==> config.mk <==
export PLATFORM = sky130hd
export DESIGN_NAME = zc_commit_ctrl
export DESIGN_NICKNAME = d
export VERILOG_FILES = /design/src/rtl/zc_commit_ctrl.sv
export SDC_FILE = /design/constraint.sdc
export NUM_CORES = 1
export LEC_CHECK = 0
export ABC_AREA = 1
export ABC_CLOCK_PERIOD_IN_PS = 3430
export BUFFER_PORTS_ARGS = -buffer_cell sky130_fd_sc_hd__buf_4
export CORE_MARGIN = 5
export CORE_UTILIZATION = 25
export CTS_CLUSTER_DIAMETER = 60
export DETAILED_ROUTE_END_ITERATION = 10
export GPL_ROUTABILITY_DRIVEN = 0
export GPL_TIMING_DRIVEN = 0
export PLACE_DENSITY = 0.39
export SYNTH_ARGS = -nofsm -noshare
export SYNTH_HDL_FRONTEND = slang
export SYNTH_SLANG_ARGS = --single-unit
==> constraint.sdc <==
create_clock -name clk -period 3.43 [get_ports clk]
set_input_delay 0.5145 -clock clk [delete_from_list [all_inputs] [get_ports clk]]
set_output_delay 0.5145 -clock clk [all_outputs]
set_load 0.005 [all_outputs]
==> src/rtl/zc_commit_ctrl.sv <==
module zc_commit_ctrl #(
  parameter int TMR_W = 20
) (
  input  logic             clk,
  input  logic             rst_n,
  input  logic             frame_end,
  input  logic [43:0]      frame_word,
  input  logic             zc_pulse,
  input  logic [TMR_W-1:0] timeout_cycles,
  output logic [1:0]       zc_tap,
  output logic             zc_armed,
  output logic             pending,
  output logic             commit_strobe,
  output logic             commit_by_timeout,
  output logic             cfg_applied,
  output logic             precharge,
  output logic [30:0]      left_cfg,
  output logic [30:0]      right_cfg
);

  localparam int CFG_W = 31;

  function automatic logic [CFG_W-1:0] unpack_cfg(input logic [43:0] w);
    return {w[35], w[34], w[31:28], w[42], w[27:24], w[40], w[19:16],
            w[15:8], w[7:4], w[2:0]};
  endfunction

  logic [43:0]      held;
  logic [TMR_W-1:0] timer;
  logic             imm_go, zc_hit, tmo_hit, go;
  logic [43:0]      src;
  logic [1:0]       chan;
  logic             tmo_reached;

  assign tmo_reached = ({1'b0, timer} + 1'b1) >= {1'b0, timeout_cycles};
  assign imm_go  = frame_end && (frame_word[37:36] != 2'b00);
  assign zc_hit  = pending && !frame_end && zc_pulse;
  assign tmo_hit = pending && !frame_end && !zc_pulse && tmo_reached;
  assign go      = imm_go || zc_hit || tmo_hit;
  assign src     = imm_go ? frame_word : held;
  assign chan    = {src[33], src[32]};

  always_ff @(posedge clk or negedge rst_n) begin
    if (!rst_n) begin
      held              <= '0;
      timer             <= '0;
      pending           <= 1'b0;
      zc_tap            <= 2'd0;
      zc_armed          <= 1'b0;
      commit_strobe     <= 1'b0;
      commit_by_timeout <= 1'b0;
      cfg_applied       <= 1'b0;
      precharge         <= 1'b0;
      left_cfg          <= '0;
      right_cfg         <= '0;
    end else begin
      commit_strobe <= go;
      if (go) begin
        commit_by_timeout <= tmo_hit;
        cfg_applied       <= 1'b1;
        precharge         <= (chan == 2'b00);
        if (chan != 2'b01) left_cfg  <= unpack_cfg(src);
        if (chan != 2'b10) right_cfg <= unpack_cfg(src);
      end
      if (frame_end) begin
        zc_tap   <= {frame_word[39], frame_word[38]};
        zc_armed <= (frame_word[37:36] == 2'b00);
        pending  <= (frame_word[37:36] == 2'b00);
        held     <= frame_word;
        timer    <= '0;
      end else if (go) begin
        pending <= 1'b0;
      end else if (pending) begin
        timer <= timer + 1'b1;
      end
    end
  end

endmodule


After elaboration in Yosys (flattened, before gate mapping). Index checks and enable logic that the tools add are counted.

RAM bits: 0. Memories: 0. Logic and storage cells: 40. Output and inout port bits: 70. ROM bits: 0. Latch bits: 0. Register bits after elaboration: 133.

Bitwise operators: 0. Div/mod/pow operators: 0. Multiply operators: 0. Mux-type cells: 6. Reduce and logical (&&, ||, !) cells: 17. $lt $le $gt $ge: 1. $add $sub $neg: 2. Equality and inequality tests: 3. Shift operators: 0.

Operators with widths (number): $mux W20 (3); $mux W43 (1); $add A20 B1 Y21 const B (1); $ge A21 B20 Y1 (1); $add A20 B1 Y20 const B (1); $reduce_and A2 Y1 (3); $reduce_bool A2 Y1 (3); $logic_and A1 B1 Y1 (5); $logic_not A2 Y1 (2); $ne A2 B2 Y1 const B (2); $logic_not A1 Y1 (2); $logic_or A1 B1 Y1 (2); $mux W1 (2); $ne A2 B1 Y1 const B (1).

Longest topological paths before layout. Gate-level depths: netlist of the first run.

Word-level depth: 7. Mapped depth: 23.

Worst setup path before layout of the first run. Ideal clock, no wire load.

Path kind: register to register. From: register timer[0]. To: register right_cfg[10]. Slack: 0.481 ns. Required time: 3.313 ns. Cell stages (with the launch flop): 22. Buffers on the path: 2. Clock period less this slack: 2.949 ns. Arrival: 2.832 ns. Cell sequence: dfrtp_1 ha_1 nand2_2 nor2_4 nand2_2 nor2_4 inv_1 nor2_1 nand4_1 xor2_1 ha_1 a21o_1 a21oi_1 nand2_2 a21oi_1 nand2_1 nand2_2 nand2_4 buf_12 buf_6 nand3_1 nand2_1.

Longest elaborated chain between the ends: 5.

RTL lines: start: declaration (RTL line 29) `logic [TMR_W-1:0] timer;`; start signal: assignment (RTL line 74) `timer <= timer + 1'b1;`; $add A20 B1 Y21 (RTL line 35) `assign tmo_reached = ({1'b0, timer} + 1'b1) >= {1'b0, timeout_cycles};`; $ge A21 B20 Y1 (RTL line 35); $logic_and A1 B1 Y1 (RTL line 38) `assign tmo_hit = pending && !frame_end && !zc_pulse && tmo_reached;`; $logic_or A1 B1 Y1 (RTL line 39) `assign go = imm_go || zc_hit || tmo_hit;`; $reduce_and A2 Y1 (no source line); end signal: assignment (RTL line 63) `if (chan != 2'b10) right_cfg <= unpack_cfg(src);`; end: declaration (RTL line 18) `output logic [30:0] right_cfg`.

Every way passes these cells. A chain may end at the register's enable or synchronous reset.

Final worst setup path of the first run.
From: register timer[1]. To: register left_cfg[10].

Longest elaborated chain between the ends: 5.

RTL lines: $add A20 B1 Y21 (RTL line 35); $ge A21 B20 Y1 (RTL line 35); $logic_and A1 B1 Y1 (RTL line 38); $logic_or A1 B1 Y1 (RTL line 39); $reduce_and A2 Y1 (no source line); end signal: assignment (RTL line 62) `if (chan != 2'b01) left_cfg <= unpack_cfg(src);`; end: declaration (RTL line 17) `output logic [30:0] left_cfg,`.

Every way passes these cells.

==> impl_metrics.json, run 1 <==
{
  "whs_ns": 0.08070,
  "synthAdderAreaFrac_pct": 4.214,
  "synth_warnings": 0,
  "via_per_inst": 4.293,
  "outcome": "finished clean",
  "drt-total-wl_mm": 20.24,
  "antennaDiodeCount": 0,
  "ff_latch_area_um2": 3080,
  "yosys.area_share.simple_pct": 28.52,
  "placed_cells": 1245,
  "p_comb_share_pct": 20.6,
  "cts.sinks": 123,
  "fin_cells": 1293,
  "pre_cts_slack_ns": -0.1583,
  "switchingPower_mw": 1.322,
  "placed_area_um2": 7640,
  "initialDrtViolationCount": 363,
  "critPathMaxStageDelay_ns": 0.40,
  "routedWlPerCell_um": 15.65,
  "cts_root_buf": "clkbuf_16",
  "muxShareOfSynthArea_pct": 0,
  "grtUsageMet1_pct": 19.61,
  "worst_slew_pin_slew_ns": 0.8101,
  "min_period_ns": 3.291,
  "cts_buffers": 17,
  "cp.required_ns": 3.73,
  "layout_common_cells": "nand2_1 (282), buf_4 (143), dfrtp_1 (121)",
  "synth_fp_nets": 880,
  "drtAntennaViolNets": 0,
  "dp_hpwl_mm": 14.40,
  "finalHoldViolations": 0,
  "r2r-end": "left_cfg[10]",
  "utilization_pct": 35.99,
  "cp_max_fo": 6,
  "synth_compound_area_share_pct": 6.743,
  "die_w_um": 167.9,
  "setup_slack_ns": 0.1387,
  "syn_area_per_cell_um2": 7.882,
  "fill_cells": 2624,
  "synth-xor-area-share_pct": 2.388,
  "ff2ff_setup_slack_ns": 0.14,
  "start_util_pct": 25.49,
  "grt_util_all_layers_pct": 13.99,
  "die_area_um2": 28200,
  "fmax_ghz": 0.3038,
  "final_area_um2": 8803,
  "max_slew_margin_pct": 45.99,
  "r2r-start": "timer[1]",
  "core.rowCount": 57,
  "endpoint": "left_cfg[10]",
  "die-height_um": 167.9,
  "clkTransAtPathRegs_ns": 0.06,
  "power_frac_clock_pct": 40.2,
  "core-area_um2": 24460,
  "antenna_found_initial": 0,
  "startpoint_type": "flip-flop",
  "met3_usage_pct": 4.033,
  "slowest_stage": "dfrtp_1",
  "grt_pass1_vias": 5498,
  "fin_nets": 1045,
  "gr-max-usage-layer": "met2",
  "multi_input_area_um2": 2853,
  "power.total_mw": 4.504,
  "grt_pass1_wl_mm": 31.14,
  "num_io_pins": 138,
  "end_kind": "flip-flop",
  "cp_top_family": "simple AND/OR/NAND/NOR gates",
  "portBuffers": 129,
  "cp.depth": 21,
  "rsz0062_at_grt": "true",
  "syn_inst": 791,
  "crit_buf_inv": 3,
  "clkLatencyLatePin_ns": 0.42,
  "p_seq_share_pct": 39.2,
  "layout-drive-gt1-share_pct": 26.93,
  "synth_area_um2": 6235,
  "drv_cap": 0,
  "synth-seq-area-share_pct": 49.37,
  "fin_skew_ns": 0.007596,
  "tns_ns": 0,
  "layout_commonest_cell": "nand2_1",
  "vias": 5551,
  "synth_seq_cells": 123,
  "switching_share_pct": 29.36,
  "cts_buffer_depth": 2,
  "worstRegToRegCells": 21,
  "met2_usage_pct": 21.56,
  "pwr_density_cell_nw_per_um2": 511.6,
  "synth_cell_types": 29,
  "min_path_type": "in -> async",
  "ctsHtreeMaxLevel": 4,
  "fin_crit_sh_pct": 95.96,
  "grt.overflow.total": 0,
  "setup_viol_count_final": 0,
  "cts_tree": "built",
  "slew_viol_final": 0,
  "grt_max_degree": 63,
  "path_class": "reg -> reg",
  "crit_start": "timer[1]",
  "synthToLayoutAreaGrowth_pct": 41.20,
  "crit_chain": "ha_2 -> nand2_2 -> nor2_4 -> nand2_4 -> nor2_4 -> inv_2 -> nor2_4 -> nand4_1 -> xor2_1 -> ha_1 -> a21o_1 -> a21oi_2 -> nand2_2 -> a21oi_2 -> nand2_2 -> nand2_4 -> nand2_8 -> buf_12 -> clkbuf_16 -> nand3_1 -> nand2_1",
  "vdd.ir_drop.worst_mv": 0.2783,
  "cp.arrival_ns": 3.59,
  "drt-pass1-iter-count": 5,
  "remaining_drc_errors": 0,
  "leakagePower_nw": 4.701,
  "internal_power_mw": 3.181,
  "synth_top_family_by_area": "simple AND/OR/NAND/NOR gates"
}
## registers in the layout (all words and copies together), names as in the netlist
register           flops
right_cfg             31
pending                1
zc_tap                 1
timer                 20
commit_by_timeout      1
held                  34
commit_strobe          1
precharge              1
left_cfg              31
cfg_applied            1
zc_armed               1
## synthesized netlist by cell type, drive strengths merged
cell / count / area share [%]
nand3: 95 / 7.6
or2: 1 / 0.10
dfrtp: 123 / 49
nor3: 1 / 0.080
nor4: 1 / 0.10
nor2: 26 / 1.9
buf: 25 / 2.7
clkbuf: 16 / 0.96
ha: 21 / 4.2
o21a: 1 / 0.12
a21oi: 10 / 0.80
o21ai: 67 / 5.4
and3: 1 / 0.10
inv: 84 / 5.1
xor2: 11 / 1.5
nand4: 6 / 0.60
a21o: 2 / 0.24
nand2: 292 / 18
a31oi: 2 / 0.20
xnor2: 6 / 0.84
## kinds of logic after synthesis
family	Yosys count
buffers and inverters	125
adder cells (fa/ha/maj)	21
flip-flops	123
AO/OA/AOI/OAI	82
XOR/XNOR	17
AND/OR/NAND/NOR	423
## layout make-up
| class | count | share of cell area (%) |
|---|---|---|
| plain buffers | 41 | 3.582 |
| clock inverters | 14 | 1.848 |
| repair buffers | 146 | 14.11 |
| clock buffers | 18 | 4.875 |
| inverters | 84 | 3.582 |
| multi-input cells | 543 | 32.40 |
| well taps | 324 | 4.605 |
| flip-flops and latches | 123 | 34.99 |
## worst min path at each step
stage | start | to | slack, ns
2_1_floorplan | rst_n | cfg_applied | 0.22
3_3_place_gp | right_cfg[27] | right_cfg[27] | 0.46
4_1_cts | rst_n | left_cfg[13] | 0.10
5_1_grt | rst_n | left_cfg[13] | 0.12
6_report | rst_n | right_cfg[15] | 0.08
3_5_place_dp | left_cfg[11] | left_cfg[11] | 0.46
## metal layers
metal	part of all wire, %	vias to the layer above
li1	-	2836
met5	0	-
met2	46	115
met4	0.62	0
met3	5.5	9
met1	48	2591
## power by group through the flow
stage	clock, mW	combinational (mW)	sequential, mW
6_report	1.81	0.926	1.77
5_1_grt	1.93	1.04	1.80
4_1_cts	1.87	0.858	1.77
3_5_place_dp	0	0.849	1.80
3_3_place_gp	0	0.840	1.79
2_1_floorplan	0	0.339	1.78
## repair_timing
item,in CTS,in global routing
hold buffers,0,0
buffers inserted,1,8
gates resized for setup,6,79
setup endpoints to repair,82,86
pin swaps,0,48
cloned,0,7
Power figures use the tool's default switching activity.
==> inputs of run 2 (changes only) <==
- ABC_CLOCK_PERIOD_IN_PS: 3430 -> 3800
- CELL_PAD_IN_SITES_DETAIL_PLACEMENT: default -> 0
- CELL_PAD_IN_SITES_GLOBAL_PLACEMENT: default -> 1
- PLACE_DENSITY: 0.39 -> 0.51
- SLEW_MARGIN: default -> 15
- clock period: 3.43 -> 3.8 ns (I/O delays scaled with it)
==> impl_metrics.json, run 2 (synthesis gave the netlist of run 1 again) <==
{
  "cts.sinks": 123,
  "layout_common_cells": "nand2_1 (284), buf_4 (135), dfrtp_1 (122)",
  "grt_util_all_layers_pct": 14.42,
  "drtAntennaViolNets": 0,
  "whs_ns": 0.07308,
  "pwr_density_cell_nw_per_um2": 498.7,
  "die_w_um": 167.9,
  "placed_cells": 1245,
  "fin_skew_ns": 0.01098,
  "slew_viol_final": 0,
  "die-height_um": 167.9,
  "via_per_inst": 4.251,
  "grt_pass1_vias": 5612,
  "startpoint_type": "flip-flop",
  "start_util_pct": 25.49,
  "cts_tree": "built",
  "die_area_um2": 28200,
  "setup_viol_count_final": 0,
  "antennaDiodeCount": 0,
  "drt-pass1-iter-count": 7,
  "layout_commonest_cell": "nand2_1",
  "core-area_um2": 24460,
  "routedWlPerCell_um": 15.56,
  "remaining_drc_errors": 0,
  "grt_max_degree": 69,
  "power.total_mw": 4.159,
  "top_register": "held",
  "end_kind": "flip-flop",
  "leakagePower_nw": 4.519,
  "cp_max_fo": 10,
  "fin_crit_sh_pct": 90.47,
  "vdd.ir_drop.worst_mv": 0.2592,
  "initialDrtViolationCount": 320,
  "largest_reg_flops": 34,
  "grt_pass1_wl_mm": 32.01,
  "layout-drive-gt1-share_pct": 21.47,
  "dp_hpwl_mm": 14.77,
  "clkLatencyLatePin_ns": 0.42,
  "vias": 5437,
  "cts_buffers": 17,
  "min_period_ns": 3.438,
  "drt-total-wl_mm": 19.91,
  "fmax_ghz": 0.2909,
  "core.rowCount": 57,
  "clkTransAtPathRegs_ns": 0.06,
  "finalHoldViolations": 0,
  "path_class": "reg -> reg",
  "min_path_type": "in -> async",
  "cts_root_buf": "clkbuf_16",
  "portBuffers": 129,
  "cp.required_ns": 4.15,
  "fin_nets": 1031,
  "worst_slew_pin_slew_ns": 0.5921,
  "max_slew_margin_pct": 60.53,
  "antenna_found_initial": 0,
  "grt.overflow.total": 0,
  "ctsHtreeMaxLevel": 4,
  "largestRegisters": "held (34), left_cfg (31), right_cfg (31)",
  "fin_cells": 1279,
  "num_io_pins": 138,
  "cts_buffer_depth": 2,
  "synthToLayoutAreaGrowth_pct": 33.77,
  "cp.arrival_ns": 3.79,
  "drv_cap": 0,
  "outcome": "finished clean",
  "fill_cells": 2648
}
==> run 2: cell type report <==
cell class              count  area, um2  share of cell area [%]
well taps                 324      405.4                   4.860
inverters                  84      315.3                   3.780
clock buffers              18      439.2                   5.266
clock inverters            14      219.0                   2.625
repair buffers            132       1018                   12.21
flip-flops and latches    123       3079                   36.92
plain buffers              41      241.5                   2.895
multi-input cells         543       2623                   31.44
==> run 2: final timing paths <==
kind                       slack, ns           start  cells after the start       endpoint
setup / recovery                0.36        timer[0]                     21   left_cfg[23]
hold / removal                  0.07           rst_n                      1  right_cfg[14]
setup reg to reg                0.36        timer[0]                     21   left_cfg[23]
hold reg to reg                 0.47   right_cfg[20]                      2  right_cfg[20]
max in group asynchronous       3.01           rst_n                      2  right_cfg[26]
min in group clk                0.37  frame_word[39]                      3       held[39]
==> run 2: timing repair <==
item	in CTS	in global routing
endpoints found under the setup margin	0	82
gates resized for setup	0	11
setup buffers	0	2
endpoints found under the hold margin	0	0
hold buffers	0	0
==> run 2: metal layers <==
layer	global-route usage [%]	wire, um	up-vias
li1	-	-	2807
met1	20.42	10040	2536
met2	22.26	8995	89
met3	3.587	746	5
met4	3.387	129	0
met5	0	0	-
==> run 2: critical path: stages, from the launching register on <==
cell and delay, ns:
dfrtp_2 0.41, ha_1 0.21, nand2_2 0.07, nor2_4 0.12
nand2_2 0.11, nor2_4 0.17, inv_1 0.06, nor2_1 0.16
nand4_1 0.17, xor2_2 0.23, ha_1 0.30, a21o_1 0.16
a21oi_1 0.16, nand2_2 0.08, a21oi_1 0.12, nand2_1 0.10
nand2_2 0.12, nand2_4 0.09, nand2_2 0.15, buf_4 0.24
nand2_1 0.08, nand2_1 0.06
==> run 2: per-stage QoR <==
stage	worst slack [ns]	utilization (%)	TNS, ns	instance area, um2
after detailed placement	0.09864	31.25	0	7644
after floorplan	0.8513	-	0	6235
final	0.3621	34.10	0	8341
after global routing	-0.02929	34.10	-0.1748	8341
after global placement	0.07939	31.10	0	7609
after CTS	0.07774	33.94	0	8302
==> run 2: where the power goes <==
group          internal (mW)  leakage [nW]  switching [mW]  total (mW)
registers               1.49          1.56           0.110        1.60
clock network           1.18         0.305           0.631        1.81
logic                  0.351          2.66           0.394       0.745
